--- src/rtl/sbp_pkg.sv ---
`timescale 1ns/1ps
package sbp_pkg;
  typedef enum logic [1:0] {
    KIND_NONE   = 2'b00,
    KIND_UNCOND = 2'b01,
    KIND_COND   = 2'b10,
    KIND_RSVD   = 2'b11
  } br_kind_e;

  typedef enum logic [1:0] {
    HINT_NONE  = 2'b00,
    HINT_NOT   = 2'b01,
    HINT_TAKEN = 2'b10,
    HINT_RSVD  = 2'b11
  } br_hint_e;
endpackage

--- src/rtl/sbp_target_calc.sv ---
`timescale 1ns/1ps
module sbp_target_calc #(
  parameter int ADDR_W     = 32,
  parameter int DISP_W     = 16,
  parameter int INSN_BYTES = 4
) (
  input  logic [ADDR_W-1:0] pc_i,
  input  logic [DISP_W-1:0] disp_i,
  output logic [ADDR_W-1:0] target_o,
  output logic [ADDR_W-1:0] fallthru_o,
  output logic              disp_neg_o
);
  localparam int EXT_W = ADDR_W - DISP_W;

  logic [ADDR_W-1:0] disp_ext;

  generate
    if (EXT_W > 0) begin : g_ext
      assign disp_ext = {{EXT_W{disp_i[DISP_W-1]}}, disp_i};
    end else begin : g_noext
      assign disp_ext = disp_i[ADDR_W-1:0];
    end
  endgenerate

  assign disp_neg_o = disp_i[DISP_W-1];
  assign target_o   = pc_i + disp_ext;
  assign fallthru_o = pc_i + ADDR_W'(INSN_BYTES);
endmodule

--- src/rtl/sbp_direction.sv ---
`timescale 1ns/1ps
module sbp_direction
  import sbp_pkg::*;
(
  input  logic [1:0] kind_i,
  input  logic [1:0] hint_i,
  input  logic       disp_neg_i,
  output logic       taken_o
);
  br_kind_e kind;
  br_hint_e hint;

  assign kind = br_kind_e'(kind_i);
  assign hint = br_hint_e'(hint_i);

  always_comb begin
    taken_o = 1'b0;
    case (kind)
      KIND_UNCOND: taken_o = 1'b1;
      KIND_COND: begin
        case (hint)
          HINT_TAKEN: taken_o = 1'b1;
          HINT_NOT:   taken_o = 1'b0;
          default:    taken_o = disp_neg_i;
        endcase
      end
      default: taken_o = 1'b0;
    endcase
  end
endmodule

--- src/rtl/sbp_out_reg.sv ---
`timescale 1ns/1ps
module sbp_out_reg #(
  parameter int                ADDR_W   = 32,
  parameter logic [ADDR_W-1:0] RESET_PC = '0
) (
  input  logic              clk,
  input  logic              rst_n,
  input  logic              en_i,
  input  logic [ADDR_W-1:0] pc_d,
  input  logic              taken_d,
  output logic [ADDR_W-1:0] pc_q,
  output logic              taken_q
);
  always_ff @(posedge clk or negedge rst_n) begin
    if (!rst_n) begin
      pc_q    <= RESET_PC;
      taken_q <= 1'b0;
    end else if (en_i) begin
      pc_q    <= pc_d;
      taken_q <= taken_d;
    end
  end
endmodule

--- src/rtl/static_branch_predictor.sv ---
`timescale 1ns/1ps
module static_branch_predictor
  import sbp_pkg::*;
#(
  parameter int                ADDR_W     = 32,
  parameter int                DISP_W     = 16,
  parameter int                INSN_BYTES = 4,
  parameter logic [ADDR_W-1:0] RESET_PC   = '0
) (
  input  logic              clk,
  input  logic              rst_n,
  input  logic              fetch_valid_i,
  input  logic [ADDR_W-1:0] pc_i,
  input  logic [1:0]        kind_i,
  input  logic [DISP_W-1:0] disp_i,
  input  logic [1:0]        hint_i,
  input  logic              redir_valid_i,
  input  logic [ADDR_W-1:0] redir_pc_i,
  output logic [ADDR_W-1:0] next_pc_o,
  output logic              taken_o
);
  logic [ADDR_W-1:0] target, fallthru, pc_d;
  logic              disp_neg, pred_taken, taken_d, upd_en;

  sbp_target_calc #(
    .ADDR_W(ADDR_W), .DISP_W(DISP_W), .INSN_BYTES(INSN_BYTES)
  ) u_tgt (
    .pc_i(pc_i), .disp_i(disp_i), .target_o(target),
    .fallthru_o(fallthru), .disp_neg_o(disp_neg)
  );

  sbp_direction u_dir (
    .kind_i(kind_i), .hint_i(hint_i), .disp_neg_i(disp_neg), .taken_o(pred_taken)
  );

  // next-state selection: resolution correction wins over any prediction
  always_comb begin
    upd_en  = fetch_valid_i | redir_valid_i;
    pc_d    = next_pc_o;
    taken_d = taken_o;
    if (redir_valid_i) begin
      pc_d    = redir_pc_i;
      taken_d = 1'b0;
    end else if (fetch_valid_i) begin
      pc_d    = pred_taken ? target : fallthru;
      taken_d = pred_taken;
    end
  end

  sbp_out_reg #(.ADDR_W(ADDR_W), .RESET_PC(RESET_PC)) u_reg (
    .clk(clk), .rst_n(rst_n), .en_i(upd_en), .pc_d(pc_d), .taken_d(taken_d),
    .pc_q(next_pc_o), .taken_q(taken_o)
  );

  // unconditional branches always go to the target
  a_r2_uncond_taken: assert property (@(posedge clk) disable iff (!rst_n)
    (fetch_valid_i && !redir_valid_i && kind_i == 2'b01)
      |=> (taken_o && next_pc_o == $past(target)));

  // unhinted forward conditional falls through
  a_r3_fwd_not_taken: assert property (@(posedge clk) disable iff (!rst_n)
    (fetch_valid_i && !redir_valid_i && kind_i == 2'b10 &&
     (hint_i == 2'b00 || hint_i == 2'b11) && !disp_i[DISP_W-1])
      |=> (!taken_o && next_pc_o == $past(pc_i) + ADDR_W'(INSN_BYTES)));

  // likely-taken hint wins over a forward displacement
  a_r4_hint_taken: assert property (@(posedge clk) disable iff (!rst_n)
    (fetch_valid_i && !redir_valid_i && kind_i == 2'b10 && hint_i == 2'b10)
      |=> taken_o);

  // no branch never predicts taken
  a_r5_nobranch: assert property (@(posedge clk) disable iff (!rst_n)
    (fetch_valid_i && !redir_valid_i && (kind_i == 2'b00 || kind_i == 2'b11))
      |=> (!taken_o && next_pc_o == $past(pc_i) + ADDR_W'(INSN_BYTES)));

  // correction overrides prediction
  a_r7_redirect: assert property (@(posedge clk) disable iff (!rst_n)
    redir_valid_i |=> (!taken_o && next_pc_o == $past(redir_pc_i)));

  // outputs hold when idle
  a_r8_hold: assert property (@(posedge clk) disable iff (!rst_n)
    (!fetch_valid_i && !redir_valid_i) |=> ($stable(next_pc_o) && $stable(taken_o)));
endmodule

--- config.mk ---
export PLATFORM = sky130hd
export DESIGN_NAME = static_branch_predictor
export DESIGN_NICKNAME = d
export VERILOG_FILES = /design/src/rtl/sbp_pkg.sv /design/src/rtl/sbp_target_calc.sv /design/src/rtl/sbp_direction.sv /design/src/rtl/sbp_out_reg.sv /design/src/rtl/static_branch_predictor.sv
export SDC_FILE = /design/constraint.sdc
export NUM_CORES = 1
export LEC_CHECK = 0
export BUFFER_PORTS_ARGS = -buffer_cell sky130_fd_sc_hd__buf_2
export CAP_MARGIN = 20
export CORE_ASPECT_RATIO = 2
export CORE_MARGIN = 2
export CORE_UTILIZATION = 50
export DETAILED_ROUTE_END_ITERATION = 16
export PLACE_DENSITY = 0.78
export SLEW_MARGIN = 20
export SYNTH_ARGS = -nofsm -noshare
export SYNTH_HDL_FRONTEND = slang
export SYNTH_SLANG_ARGS = --single-unit
export TNS_END_PERCENT = 5
--- constraint.sdc ---
create_clock -name clk -period 1.65 [get_ports clk]
set_clock_uncertainty 0.05 [all_clocks]
set_input_delay 0.33 -clock clk [delete_from_list [all_inputs] [get_ports clk]]
set_output_delay 0.33 -clock clk [all_outputs]
set_load 0.005 [all_outputs]
==> out/metrics.cfg <==
[global_routing]
antenna_found_initial=0
grt_usage_pct=29.0
grt_pass1_wl_um=20200
grt_pass1_vias=4639
gr-total-overflow=0
grt_start_max_net_pins=43

[die]
core_area_sq_um=7830
placementRows=46
ios=121
die_h_um=130
dieArea_sq_um=8710
start_util_pct=50.7
fp.dieW_um=67.0

[power]
switching_share_pct=34.9
pwr-share-clk_pct=24.8
p_switching_uw=1270
p_total_uw=3630
powerDensity_nw_per_um2=594
comb_power_share_pct=49.2
p_int_uw=2360
power_leakage_uw=0.00304
vdd_drop_max_mv=0.378
pwr-share-seq_pct=25.9

[sta]
slew_headroom_pct=71.1
max_freq_mhz=399
finalMaxSlewViolations=0
period_minus_slack_ns=2.50
setup_violations=32
hold_violations=0
hold_ws_ns=0.0268
rsz0062_at_grt=true
post-route-period-util_pct=152
fin_ws_ns=-0.854
worst_pin_slew_ns=0.434

[routing]
viasPerCell=5.69
first_pass_iters=5
drcViolationCount=0
ant_nets=0
totalWireLength_um=12900
vias=4928
wl_per_cell_um=14.9
initialDrtViolationCount=441

[synthesis]
synth-main-ff-cell=dfrtp_1
synthMostInstantiatedCell=nand2_1
syn_area_per_cell_sq_um=7.78
syn_inst=510
synth_fp_nets=634
synth-async-reset-ratio_pct=100
synth_top_area_share_pct=20.8
synth.yosys.seq_area_share_pct=20.8
ys_seq_elements=33
mappedNetlistArea_sq_um=3970
synth_area_leader_cell=dfrtp_1
yosys-top-cells-area=dfrtp_1, ha_1, o21ai_0
ys_top_cells_by_count=nand2_1, o21ai_0, a21oi_1
synth-edff-count=0
synth.distinct_cells=62
ys_warn_count=0

[layout]
final_util_pct=78.1
area_growth_pct=53.9
fillers=531
fin_area_sq_um=6110
nNetsFinal=893
diodes=0
drive_gt1_share_pct=41.8

[placement]
dpl.hpwl_um=10300
portBuffers=120
placed_area_sq_um=5770
gp_congestion=0.886

[worst_hold_path]
min_path_type=in -> async

[clock_network]
cts_tree=done
htree_num_levels=2
clk_latency_ns=0.28
clkTransAtPathRegs_ns=0.05
clkSinkCount=33
clock_path_buffers=2
cts-buffers-inserted=5
clockRootBuffer=clkbuf_16
holdBufCountCts=0

[status]
violations=negative setup slack
status=finished with violations

[flow_run]
cap_violations=0

[setup_path]
startpoint=pc_i[0]
cp-start-kind=input pin
crit_slowest_cell=fa_2
slowest_delay_ns=0.36
path_class=in -> reg
critPathMostFrequentCell=a21o_1
path_cells=buf_8, ha_4, fa_2, a21o_1, a21o_1, a21oi_4, o211ai_2, a221oi_2, buf_4, o211ai_1, a211o_1, mux2i_1, o21ai_1
worstPathMaxFanout=5
crit_required_ns=1.77
r2r-start=u_reg.pc_q[23]
cp.arrival_ns=2.62
path_buf_inv=2
crit_family=compound AO/OA/AOI/OAI gates
crit_path_end_kind=register

final timing paths:
| check | to | slack (ns) | cells after the start |
|---|---|---|---|
| max | u_reg.pc_q[28] | -0.85 | 13 |
| min | u_reg.pc_q[1] | 0.03 | 2 |
| max reg2reg | u_reg.pc_q[23] | 0.33 | 4 |
| min reg2reg | u_reg.pc_q[25] | 0.46 | 2 |
| max in group asynchronous | u_reg.pc_q[31] | 1.21 | 2 |
| min in group clk | u_reg.pc_q[10] | 0.21 | 2 |
kinds of logic (layout without fill, tap and decap cells):
family                   Yosys count  after routing  synth area share, %
multiplexers                      14             14                 3.56
AO/OA/AOI/OAI                    171            171                 28.2
buffers and inverters             33            293                 3.18
AND/OR/NAND/NOR                  174            174                 21.9
adder cells (fa/ha/maj)           36             36                 11.5
flip-flops                        33             33                 20.8
XOR/XNOR                          49             49                 10.8
worst register-to-register path, cell delays in order, from the launching register on:
cell and delay, ns:
dfrtp_1 0.36, nor2b_1 0.13, a311oi_1 0.24, a21oi_1 0.06, or3_1 0.36
power groups by stage:
stage | Sequential (uW) | Combinational, uW | Clock [uW]
2_1_floorplan | 959 | 825 | 0
3_3_place_gp | 949 | 1600 | 0
3_5_place_dp | 953 | 1650 | 0
4_1_cts | 941 | 1700 | 895
5_1_grt | 948 | 1950 | 930
6_report | 941 | 1790 | 902
metal layers:
layer | vias up | track usage (%) | routed length (um) | part of all wire (%)
met5 | - | 0 | 0 | 0
met4 | 0 | 9.72 | 294 | 2.3
met3 | 34 | 2.84 | 866 | 6.7
met2 | 227 | 50.8 | 6490 | 50
met1 | 2266 | 36.3 | 5270 | 41
li1 | 2401 | - | - | -
placed cells by master, fill, tap and decap left out, types with 8 or more instances in the layout:
master / n
a21o_1: 17
a21oi_1: 31
a21oi_2: 9
a31oi_1: 10
and3_1: 8
buf_2: 118
buf_4: 149
dfrtp_1: 33
ha_1: 31
inv_1: 14
mux2i_1: 13
nand2_1: 63
nand3_1: 17
nand4_1: 10
nor2_1: 30
nor2b_1: 11
o21ai_0: 32
o21ai_1: 17
xnor2_1: 26
xor2_1: 22
metrics by stage:
stage / setup TNS, ns / setup slack, ns / instances
2_1_floorplan: -19.76 / -0.995 / 510
3_3_place_gp: -27.72 / -1.19 / 857
3_5_place_dp: -30.02 / -1.23 / 857
4_1_cts: -17.70 / -0.883 / 865
5_1_grt: -21.24 / -0.989 / 866
6_report: -17.26 / -0.854 / 866
flip-flops by register name, indices dropped and copies added, names as in the netlist:
name	count
u_reg.taken_q	1
u_reg.pc_q	32
layout make-up:
class                   instances  area [sq um]  area share (%)
clock buffers                   8           136            2.23
inverters                      14          52.6           0.860
multi-input cells             444          3200            52.4
flip-flops and latches         33           826            13.5
well taps                      96           120            1.97
repair buffers                271          1780            29.1
repair_timing:
action | CTS | global route
resized for setup | 29 | 26
buffers inserted | 0 | 1
pin swaps | 15 | 10
setup endpoints to repair | 33 | 33
Power figures use the tool's default switching activity.
